[src/rtl/sio_reg_pkg.sv]
package sio_reg_pkg;
   // word offsets (byte offset / 4)
   localparam int unsigned W_RXD   = 'h00;
   localparam int unsigned W_TXD   = 'h10;
   localparam int unsigned W_CTL1  = 'h20;
   localparam int unsigned W_CTL2  = 'h21;
   localparam int unsigned W_CTL3  = 'h22;
   localparam int unsigned W_CTL4  = 'h23;
   localparam int unsigned W_FCFG  = 'h24;
   localparam int unsigned W_STA1  = 'h25;
   localparam int unsigned W_STA2  = 'h26;
   localparam int unsigned W_BINC  = 'h29;
   localparam int unsigned W_BMOD  = 'h2A;
   localparam int unsigned W_BCNT  = 'h2B;
   localparam int unsigned W_MSEC  = 'h2C;
   localparam int unsigned W_TEST  = 'h2D;
   localparam int unsigned MAX_WORD = W_TEST;

   // status 1
   localparam int unsigned S1_TXRDY  = 13;
   localparam int unsigned S1_RXRDY  = 9;
   localparam int unsigned S1_RTSST  = 14;
   localparam int unsigned S1_RXIDLE = 6;
   // status 2
   localparam int unsigned S2_DRDY   = 0;
   localparam int unsigned S2_TXDONE = 3;
   localparam int unsigned S2_DCDIN  = 5;
   localparam int unsigned S2_TXFE   = 14;
   // test word
   localparam int unsigned TS_RXEMP  = 5;
   localparam int unsigned TS_TXEMP  = 6;
   // receive word
   localparam int unsigned RW_CHRDY  = 15;
   localparam logic [15:0] RW_ERRCODE = 16'h4000;
   localparam logic [15:0] RW_BRKCODE = 16'h0800;
   // control 1
   localparam int unsigned C1_EN     = 0;
   localparam int unsigned C1_TEMPEN = 6;
   localparam int unsigned C1_RRDYEN = 9;
   localparam int unsigned C1_TRDYEN = 13;
   // control 2
   localparam int unsigned C2_NSRST  = 0;
   localparam int unsigned C2_RXEN   = 1;
   localparam int unsigned C2_TXEN   = 2;

   // soft reset values
   localparam logic [15:0] C3_RST    = 16'h0700;
   localparam logic [15:0] BCNT_RST  = 16'h0004;
endpackage

[src/rtl/sio_cfg_regs.sv]
module sio_cfg_regs #(
   parameter int unsigned REG_W       = 16,
   parameter bit          BOOT_ENABLE = 1'b1
) (
   input  logic             clk,
   input  logic             rst_n,
   input  logic             soft_rst,
   input  logic             we_c1,
   input  logic             we_c2,
   input  logic             we_c3,
   input  logic             we_fcfg,
   input  logic             we_bmod,
   input  logic             we_bcnt,
   input  logic             we_msec,
   input  logic [REG_W-1:0] wval,
   output logic [REG_W-1:0] ctrl1,
   output logic [REG_W-1:0] ctrl2,
   output logic [REG_W-1:0] ctrl3,
   output logic [REG_W-1:0] fcfg,
   output logic [REG_W-1:0] bmod,
   output logic [REG_W-1:0] bcnt,
   output logic [REG_W-1:0] msec
);
   import sio_reg_pkg::*;

   localparam logic [REG_W-1:0] SRST_ONE = REG_W'(1) << C2_NSRST;
   localparam logic [REG_W-1:0] C3_DEF   = REG_W'(C3_RST);
   localparam logic [REG_W-1:0] BCNT_DEF = REG_W'(BCNT_RST);

   logic [REG_W-1:0] por_c1, por_c2;

   generate
      if (BOOT_ENABLE) begin : g_boot
         assign por_c1 = REG_W'(1) << C1_EN;
         assign por_c2 = SRST_ONE | (REG_W'(1) << C2_TXEN);
      end else begin : g_plain
         assign por_c1 = '0;
         assign por_c2 = SRST_ONE;
      end
   endgenerate

   always_ff @(posedge clk or negedge rst_n) begin
      if (!rst_n) begin
         ctrl1 <= por_c1;
         ctrl2 <= por_c2;
         ctrl3 <= C3_DEF;
         fcfg  <= '0;
         bmod  <= '0;
         bcnt  <= BCNT_DEF;
         msec  <= '0;
      end else if (soft_rst) begin
         ctrl1 <= '0;
         ctrl2 <= wval | SRST_ONE;
         ctrl3 <= C3_DEF;
         fcfg  <= '0;
         bmod  <= '0;
         bcnt  <= BCNT_DEF;
         msec  <= '0;
      end else begin
         if (we_c1)   ctrl1 <= wval;
         if (we_c2)   ctrl2 <= wval;
         if (we_c3)   ctrl3 <= wval;
         if (we_fcfg) fcfg  <= wval;
         if (we_bmod) bmod  <= wval;
         if (we_bcnt) bcnt  <= wval;
         if (we_msec) msec  <= wval;
      end
   end
endmodule

[src/rtl/sio_rx_hold.sv]
module sio_rx_hold #(
   parameter int unsigned REG_W  = 16,
   parameter int unsigned BYTE_W = 8
) (
   input  logic              clk,
   input  logic              rst_n,
   input  logic              soft_rst,
   input  logic              consume,
   input  logic              rx_valid,
   input  logic              rx_break,
   input  logic [BYTE_W-1:0] rx_data,
   output logic              rx_ready,
   output logic              full,
   output logic [REG_W-1:0]  held
);
   import sio_reg_pkg::*;

   logic take;
   assign rx_ready = !full;
   assign take     = rx_valid && rx_ready;

   always_ff @(posedge clk or negedge rst_n) begin
      if (!rst_n) begin
         full <= 1'b0;
         held <= REG_W'(RW_ERRCODE);
      end else if (soft_rst) begin
         full <= 1'b0;
         held <= REG_W'(RW_ERRCODE);
      end else if (take) begin
         full <= 1'b1;
         held <= rx_break ? REG_W'(RW_BRKCODE) : REG_W'(rx_data);
      end else if (consume) begin
         full <= 1'b0;
      end
   end
endmodule

[src/rtl/sio_tx_hold.sv]
module sio_tx_hold #(
   parameter int unsigned BYTE_W = 8
) (
   input  logic              clk,
   input  logic              rst_n,
   input  logic              soft_rst,
   input  logic              send,
   input  logic [BYTE_W-1:0] byte_in,
   input  logic              tx_ready,
   output logic              tx_valid,
   output logic [BYTE_W-1:0] tx_data
);
   always_ff @(posedge clk or negedge rst_n) begin
      if (!rst_n) begin
         tx_valid <= 1'b0;
         tx_data  <= '0;
      end else if (soft_rst) begin
         tx_valid <= 1'b0;
      end else if (tx_valid) begin
         if (tx_ready) tx_valid <= 1'b0;
      end else if (send) begin
         tx_valid <= 1'b1;
         tx_data  <= byte_in;
      end
   end
endmodule

[src/rtl/sio_irq_gen.sv]
module sio_irq_gen #(
   parameter int unsigned REG_W = 16
) (
   input  logic [REG_W-1:0] ctrl1,
   input  logic             rx_full,
   input  logic             tx_rdy,
   input  logic             tx_empty,
   output logic             irq
);
   import sio_reg_pkg::*;

   logic rx_term, tx_term;
   assign rx_term = rx_full && ctrl1[C1_RRDYEN];
   assign tx_term = (tx_rdy && ctrl1[C1_TRDYEN]) || tx_empty;
   assign irq     = rx_term || (ctrl1[C1_TEMPEN] && tx_term);
endmodule

[src/rtl/sio_reg_front.sv]
module sio_reg_front #(
   parameter int unsigned ADDR_W      = 6,
   parameter int unsigned DATA_W      = 32,
   parameter int unsigned REG_W       = 16,
   parameter int unsigned BYTE_W      = 8,
   parameter bit          BOOT_ENABLE = 1'b1
) (
   input  logic              clk,
   input  logic              rst_n,
   input  logic              bus_valid,
   input  logic              bus_write,
   input  logic [ADDR_W-1:0] bus_addr,
   input  logic [DATA_W-1:0] bus_wdata,
   output logic [DATA_W-1:0] bus_rdata,
   output logic              bus_rvalid,
   output logic              tx_valid,
   input  logic              tx_ready,
   output logic [BYTE_W-1:0] tx_data,
   input  logic              rx_valid,
   output logic              rx_ready,
   input  logic [BYTE_W-1:0] rx_data,
   input  logic              rx_break,
   output logic              irq
);
   import sio_reg_pkg::*;

   generate
      if (REG_W < 16) begin : g_bad_regw
         $error("REG_W must be at least 16");
      end
      if (DATA_W < REG_W) begin : g_bad_dataw
         $error("DATA_W must not be below REG_W");
      end
      if (BYTE_W > REG_W - 8) begin : g_bad_bytew
         $error("BYTE_W must leave the status bits of the receive word free");
      end
      if ((1 << ADDR_W) <= MAX_WORD) begin : g_bad_addrw
         $error("ADDR_W too small for the register map");
      end
   endgenerate

   logic wr, rd;
   logic [REG_W-1:0] wval;
   assign wr   = bus_valid && bus_write;
   assign rd   = bus_valid && !bus_write;
   assign wval = bus_wdata[REG_W-1:0];

   function automatic logic hit(input logic [ADDR_W-1:0] a, input int unsigned w);
      return a == ADDR_W'(w);
   endfunction

   logic [REG_W-1:0] ctrl1, ctrl2, ctrl3, fcfg, bmod, bcnt, msec;
   logic soft_rst;
   assign soft_rst = wr && hit(bus_addr, W_CTL2) && !bus_wdata[C2_NSRST];

   sio_cfg_regs #(.REG_W(REG_W), .BOOT_ENABLE(BOOT_ENABLE)) u_cfg (
      .clk(clk), .rst_n(rst_n), .soft_rst(soft_rst),
      .we_c1  (wr && hit(bus_addr, W_CTL1)),
      .we_c2  (wr && hit(bus_addr, W_CTL2)),
      .we_c3  (wr && hit(bus_addr, W_CTL3)),
      .we_fcfg(wr && hit(bus_addr, W_FCFG)),
      .we_bmod(wr && hit(bus_addr, W_BMOD)),
      .we_bcnt(wr && hit(bus_addr, W_BINC)),
      .we_msec(wr && hit(bus_addr, W_MSEC)),
      .wval(wval),
      .ctrl1(ctrl1), .ctrl2(ctrl2), .ctrl3(ctrl3), .fcfg(fcfg),
      .bmod(bmod), .bcnt(bcnt), .msec(msec)
   );

   logic rx_full;
   logic [REG_W-1:0] rx_word;
   logic consume;
   assign consume = rd && hit(bus_addr, W_RXD) && rx_full;

   sio_rx_hold #(.REG_W(REG_W), .BYTE_W(BYTE_W)) u_rx (
      .clk(clk), .rst_n(rst_n), .soft_rst(soft_rst), .consume(consume),
      .rx_valid(rx_valid), .rx_break(rx_break), .rx_data(rx_data),
      .rx_ready(rx_ready), .full(rx_full), .held(rx_word)
   );

   logic send;
   assign send = wr && hit(bus_addr, W_TXD) && ctrl2[C2_TXEN];

   sio_tx_hold #(.BYTE_W(BYTE_W)) u_tx (
      .clk(clk), .rst_n(rst_n), .soft_rst(soft_rst), .send(send),
      .byte_in(bus_wdata[BYTE_W-1:0]), .tx_ready(tx_ready),
      .tx_valid(tx_valid), .tx_data(tx_data)
   );

   logic tx_free;
   assign tx_free = !tx_valid;

   sio_irq_gen #(.REG_W(REG_W)) u_irq (
      .ctrl1(ctrl1), .rx_full(rx_full), .tx_rdy(tx_free),
      .tx_empty(tx_free), .irq(irq)
   );

   logic [REG_W-1:0] sta1, sta2, test_w, rxd_w;
   always_comb begin
      sta1 = '0;
      sta1[S1_TXRDY]  = tx_free;
      sta1[S1_RXRDY]  = rx_full;
      sta1[S1_RTSST]  = 1'b1;
      sta1[S1_RXIDLE] = 1'b1;
      sta2 = '0;
      sta2[S2_DRDY]   = rx_full;
      sta2[S2_TXDONE] = tx_free;
      sta2[S2_DCDIN]  = 1'b1;
      sta2[S2_TXFE]   = tx_free;
      test_w = '0;
      test_w[TS_RXEMP] = !rx_full;
      test_w[TS_TXEMP] = tx_free;
      rxd_w = rx_word;
      rxd_w[RW_CHRDY] = rx_full;
   end

   logic [REG_W-1:0] rmux;
   always_comb begin
      rmux = '0;
      if      (hit(bus_addr, W_RXD))  rmux = rxd_w;
      else if (hit(bus_addr, W_CTL1)) rmux = ctrl1;
      else if (hit(bus_addr, W_CTL2)) rmux = ctrl2;
      else if (hit(bus_addr, W_CTL3)) rmux = ctrl3;
      else if (hit(bus_addr, W_FCFG)) rmux = fcfg;
      else if (hit(bus_addr, W_STA1)) rmux = sta1;
      else if (hit(bus_addr, W_STA2)) rmux = sta2;
      else if (hit(bus_addr, W_BMOD)) rmux = bmod;
      else if (hit(bus_addr, W_BCNT)) rmux = bcnt;
      else if (hit(bus_addr, W_MSEC)) rmux = msec;
      else if (hit(bus_addr, W_TEST)) rmux = test_w;
   end

   always_ff @(posedge clk or negedge rst_n) begin
      if (!rst_n) begin
         bus_rdata  <= '0;
         bus_rvalid <= 1'b0;
      end else begin
         bus_rvalid <= rd;
         if (rd) bus_rdata <= DATA_W'(rmux);
      end
   end
endmodule

[config.mk]
export PLATFORM = sky130hd
export DESIGN_NAME = sio_reg_front
export DESIGN_NICKNAME = d
export VERILOG_FILES = /design/src/rtl/sio_reg_pkg.sv /design/src/rtl/sio_cfg_regs.sv /design/src/rtl/sio_rx_hold.sv /design/src/rtl/sio_tx_hold.sv /design/src/rtl/sio_irq_gen.sv /design/src/rtl/sio_reg_front.sv
export SDC_FILE = /design/constraint.sdc
export NUM_CORES = 1
export LEC_CHECK = 0
export CAP_MARGIN = 20
export CORE_MARGIN = 2
export CORE_UTILIZATION = 27
export CTS_BUF_LIST = sky130_fd_sc_hd__clkbuf_4 sky130_fd_sc_hd__clkbuf_8
export DETAILED_ROUTE_END_ITERATION = 8
export MAX_ROUTING_LAYER = met4
export PLACE_DENSITY = 0.55
export SLEW_MARGIN = 20
export SYNTH_ARGS = -nofsm -noshare
export SYNTH_HDL_FRONTEND = slang
export SYNTH_SLANG_ARGS = --single-unit
[constraint.sdc]
create_clock -name clk -period 2.05 [get_ports clk]
set_input_delay 0.41 -clock clk [delete_from_list [all_inputs] [get_ports clk]]
set_output_delay 0.41 -clock clk [all_outputs]
set_load 0.05 [all_outputs]
Yosys cells after proc, flatten, opt, wreduce, memory -nomap -nowiden
Index checks and enable logic that the tools add are counted.

Flip-flop bits (word level): 154. Input bits: 53. Output and inout bits: 44. Word-level logic and storage cells: 97.

Equality and inequality tests: 12. Multiplexer cells: 35. Bitwise logic cells: 2. Reductions and logical operators: 35.

Operator list (count): $mux W16 (24); $eq A6 B6 Y1 const B (11); $mux W15 (2); $logic_and A1 B1 Y1 (18); $reduce_bool A2 Y1 (8); $mux W12 (1); $mux W1 (7); $mux W7 (1); $eq A6 B5 Y1 const B (1); $logic_not A6 Y1 (1); $logic_not A1 Y1 (4); $reduce_and A3 Y1 (1); $reduce_bool A3 Y1 (1); $logic_or A1 B1 Y1 (2); $not A1 Y1 (2).

Depth between registers and ports, before layout
Depth in word-level cells: 12. Depth in mapped cells: 9. Gate-level depth less buffers: 5.

Modules after synthesis
From an unflattened synthesis, not the netlist that was laid out.

Cells, all modules: 735. Area total of the unflattened synthesis: 7648.6 um^2.

Modules (own cells, without submodules): sio_cfg_regs (times used 1, cells each 346, area an instance 4540.6 um^2, sequential area each 2811.4 um^2); sio_reg_front (times used 1, cells each 312, area an instance 2229.6 um^2, sequential area each 425.4 um^2); sio_rx_hold (times used 1, cells each 54, area an instance 516.7 um^2, sequential area each 276.5 um^2); sio_tx_hold (times used 1, cells each 20, area an instance 345.3 um^2, sequential area each 225.2 um^2); sio_irq_gen (times used 1, cells each 3, area an instance 16.3 um^2, sequential area each 0.0 um^2).

Worst setup path after synthesis
No wires, ideal clock.

Path type: register to output. Start: register u_tx.tx_valid. End: output port irq. Arrival: 1792 ps. Required time: 1640 ps. Path slack: -152 ps. Cell stages (with the launch flop): 2. Buffers on the path: 0. Path through: dfrtp_1 > o21ai_0.

Word-level cells in the longest chain between the ends: 5.

Ends and longest elaborated chain: from (decl) (line sio_tx_hold.sv:10) `output logic tx_valid,`; from (signal assigned) (line sio_tx_hold.sv:15) `tx_valid <= 1'b0;`; from (signal assigned) (line sio_tx_hold.sv:18) `tx_valid <= 1'b0;`; from (signal assigned) (line sio_tx_hold.sv:20) `if (tx_ready) tx_valid <= 1'b0;`; $logic_not A1 Y1 * (line sio_reg_front.sv:91) `assign tx_free = !tx_valid;`; $logic_and A1 B1 Y1 (line sio_irq_gen.sv:14) `assign tx_term = (tx_rdy && ctrl1[C1_TRDYEN]) || tx_empty;`; $logic_or A1 B1 Y1 * (line sio_irq_gen.sv:14); $logic_and A1 B1 Y1 * (line sio_irq_gen.sv:15) `assign irq = rx_term || (ctrl1[C1_TEMPEN] && tx_term);`; $logic_or A1 B1 Y1 * (line sio_irq_gen.sv:15); to (decl) (line sio_reg_front.sv:23) `output logic irq`.

Mark *: on every way between the ends. The rest lies on a longest branch, timed or not.

Worst setup path in the final report
Start: input port bus_addr[3]. End: register bus_rdata[3].

Word-level cells in the longest chain between the ends: 11. Elaborated cells between the ends (all ways): 20. Classes of those cells: eq/ne: 9; mux: 10; reduce/logical: 1.

Ends and longest elaborated chain: from (decl) (line sio_reg_front.sv:12) `input logic [ADDR_W-1:0] bus_addr,`; $eq A6 B6 Y1 (line sio_reg_front.sv:49) `return a == ADDR_W'(w);`; $mux W16 (line sio_reg_front.sv:129) `else if (hit(bus_addr, W_MSEC)) rmux = msec;`; $mux W16 (line sio_reg_front.sv:128) `else if (hit(bus_addr, W_BCNT)) rmux = bcnt;`; $mux W16 (line sio_reg_front.sv:127) `else if (hit(bus_addr, W_BMOD)) rmux = bmod;`; $mux W16 (line sio_reg_front.sv:126) `else if (hit(bus_addr, W_STA2)) rmux = sta2;`; $mux W16 (line sio_reg_front.sv:125) `else if (hit(bus_addr, W_STA1)) rmux = sta1;`; $mux W16 (line sio_reg_front.sv:124) `else if (hit(bus_addr, W_FCFG)) rmux = fcfg;`; $mux W16 (line sio_reg_front.sv:123) `else if (hit(bus_addr, W_CTL3)) rmux = ctrl3;`; $mux W16 (line sio_reg_front.sv:122) `else if (hit(bus_addr, W_CTL2)) rmux = ctrl2;`; $mux W16 (line sio_reg_front.sv:121) `else if (hit(bus_addr, W_CTL1)) rmux = ctrl1;`; $mux W16 * (line sio_reg_front.sv:120) `if (hit(bus_addr, W_RXD)) rmux = rxd_w;`; to (signal assigned) (line sio_reg_front.sv:139) `if (rd) bus_rdata <= DATA_W'(rmux);`; to (decl) (line sio_reg_front.sv:14) `output logic [DATA_W-1:0] bus_rdata,`.

Marks and branches as above. A chain may end at the register's enable or synchronous reset.

==> impl_metrics.json <==
{
  "core-area_um2": 27550,
  "rows": 61,
  "port_buffers": 64,
  "final_hold_viol_count": 0,
  "finalNonFillerCells": 1339,
  "antenna_cells": 0,
  "critPathLaunchType": "input pin",
  "yosys_warnings": 0,
  "clock_skew_ps": 23.98,
  "viasPerCell": 5.001,
  "finalSetupTns_ps": -8.512,
  "yosys.area_share.simple_pct": 18.20,
  "ys_async_sr_fraction_pct": 100.0,
  "max_slew.worst_pin.slew_ps": 512.5,
  "grt_start_max_net_pins": 42,
  "failed_checks": "negative setup slack",
  "grtUsageTotal_pct": 18.77,
  "fmax_ghz": 0.4858,
  "holdWs_ps": 417.4,
  "die_y_um": 170.7,
  "die_w_um": 170.7,
  "ctsHtreeMaxLevel": 4,
  "cellLeakagePower_nw": 4.601,
  "route.detailed.drc": 0,
  "grt_remaining_overflow": 0,
  "critPathKind": "in -> reg",
  "synthAdderAreaFrac_pct": 0,
  "via_count": 6697,
  "fin_crit_ps": 2059,
  "hpwl_mm": 19.06,
  "grt_pass1_wl_mm": 39.82,
  "synth_top_family_by_area": "compound AO/OA/AOI/OAI gates",
  "layout.nets": 1001,
  "clock_sinks": 149,
  "syn_avg_cell_area_um2": 9.528,
  "ir_drop_mv": 0.4050,
  "area_growth_pct": 34.54,
  "start_util_pct": 27.21,
  "slew_viol_final": 0,
  "clkTransAtPathRegs_ps": 90,
  "setup_slack_ps": -8.512,
  "io_pins": 97,
  "cts-root-buf": "clkbuf_8",
  "die_area_um2": 29120,
  "antenna_found_initial": 0,
  "synth-edff-count": 0,
  "layout_worst_path_cycle_share_pct": 100.4,
  "final_cell_mix": "155 x nand2_1, 141 x dfrtp_1, 107 x buf_4, 94 x a21oi_1, 52 x nor2_1",
  "final_common_cell": "nand2_1",
  "cts_tree": "built",
  "setup_violations": 1,
  "fillers": 2812,
  "status": "complete, but fails checks",
  "pre_cts_ws_ps": -576.8,
  "post_drt_wl_per_cell_um": 19.82,
  "worstSetupEndpointType": "flip-flop",
  "critPathArrivalTime_ps": 2450,
  "first_iter_violations": 477,
  "maxSlewHeadroom_pct": 65.75,
  "clk_path_buf_depth": 2,
  "drtPass1Iterations": 5,
  "synth-main-ff-cell": "dfrtp_1",
  "drive_gt1_share_pct": 23.93,
  "dp.cells": 1294,
  "syn_area_um2": 7498,
  "grt_pass1_vias": 6569,
  "ys_types": 62,
  "final_util_pct": 36.61,
  "critPathRequiredTime_ps": 2440,
  "min_path_type": "in -> async",
  "rsz0062_at_grt": "yes",
  "synth_seq_cells": 149,
  "gp_congestion": 0.9606,
  "cts_buffers": 17,
  "routed_wl_mm": 26.55,
  "ys_seq_area_share_pct": 49.86,
  "clk_latency_ps": 460,
  "synthesis.instances": 787,
  "synth_compound_area_share_pct": 19.06,
  "cp_max_fo": 6,
  "multiInputGateArea_um2": 3448,
  "synthMuxAreaShare_pct": 7.208,
  "power.density_nw_per_um2": 705.4,
  "cap_violations": 0,
  "synth-xor-area-share_pct": 0,
  "ant_nets": 0,
  "seq_area_um2": 3739
}
-- worst paths after layout --
path,start,to,cells past startpoint,slack [ps]
max,bus_addr[3],bus_rdata[3],8,-9
min in group clk,u_rx.held[14],u_rx.held[14],2,490
max in group asynchronous,rst_n,u_cfg.ctrl3[8],3,990
max reg2reg,u_cfg.ctrl3[0],bus_rdata[0],5,370
min,rst_n,u_cfg.ctrl3[1],2,420
min reg2reg,u_rx.held[14],u_rx.held[14],2,490
-- per-layer routing --
layer / vias up / track usage, % / share of wire (%)
met5: - / - / 0
met4: 0 / 6.206 / 2.3
met3: 44 / 3.077 / 6.4
met2: 279 / 29.26 / 46
met1: 3300 / 24.90 / 45
li1: 3074 / - / -
-- repair_timing --
| item | 4_1_cts | 5_1_grt |
|---|---|---|
| pin swaps | 0 | 3 |
| setup endpoints to repair | 71 | 113 |
| hold buffers | 1 | 0 |
| hold endpoints to repair | 31 | 0 |
| gates resized for setup | 31 | 22 |
| gates cloned | 0 | 9 |
| buffers inserted | 0 | 3 |
-- metrics by stage --
stage | total power (W) | instance area (µm²)
after floorplan | 0.004103 | 7555
after global placement | 0.004652 | 9383
after detailed placement | 0.004671 | 9383
after CTS | 0.007174 | 9814
after global routing | 0.007441 | 10090
final | 0.007117 | 10090
-- synthesized netlist by cell type (4+ instances only) --
cell / count / area [µm²]
nand2_1: 156 / 585.6
dfrtp_1: 141 / 3528
a21oi_1: 95 / 475.5
nor2_1: 52 / 195.2
o21ai_0: 29 / 145.1
mux2i_1: 27 / 270.3
buf_4: 24 / 180.2
mux2_2: 24 / 270.3
clkbuf_1: 21 / 78.83
buf_2: 19 / 95.09
a22o_1: 16 / 140.1
nand2b_1: 15 / 93.84
a221oi_1: 14 / 122.6
o22ai_1: 11 / 68.82
inv_1: 9 / 33.78
dfstp_2: 8 / 210.2
nor2b_1: 8 / 50.05
nor3b_1: 8 / 60.06
a21o_1: 7 / 52.55
a221o_1: 7 / 70.07
nor3_1: 7 / 35.03
buf_1: 6 / 22.52
a32oi_1: 4 / 35.03
nand3_1: 4 / 20.02
o211ai_1: 4 / 30.03
o221ai_1: 4 / 35.03
o22a_1: 4 / 35.03
or3_1: 4 / 25.02
-- state kept, by name, indices dropped and copies added, names as in the netlist --
| register | cells |
|---|---|
| bus_rdata | 16 |
| bus_rvalid | 1 |
| u_cfg.bcnt | 16 |
| u_cfg.bmod | 16 |
| u_cfg.ctrl1 | 16 |
| u_cfg.ctrl2 | 16 |
| u_cfg.ctrl3 | 16 |
| u_cfg.fcfg | 16 |
| u_cfg.msec | 16 |
| u_rx.full | 1 |
| u_rx.held | 10 |
| u_tx.tx_data | 8 |
| u_tx.tx_valid | 1 |
-- cells by family after synthesis --
logic type | after synthesis
buffers and inverters | 80
other | 1
AND/OR/NAND/NOR | 285
multiplexers | 51
flip-flops | 149
AO/OA/AOI/OAI | 221
-- layout make-up --
type	instances	share of cell area (%)
Clock inverter	13	1.674
Clock buffer	19	2.530
Multi-Input combinational cell	573	34.18
Inverter	9	0.3349
Tap cell	378	4.688
Sequential cell	149	37.06
Timing Repair Buffer	198	19.53
-- where the power goes --
part           total, W  switching, W  internal (W)
Sequential      0.00345      0.000217       0.00324
Clock           0.00250       0.00123       0.00127
Combinational   0.00116      0.000699      0.000461
-- worst max-delay path: stages --
cell             delay [ps]
clkdlybuf4s50_1         510
buf_4                   180
buf_4                   130
nand2b_4                 70
nor4_4                  340
a222oi_1                190
or4_1                   430
a32oi_1                 190
Power figures use the tool's default switching activity.
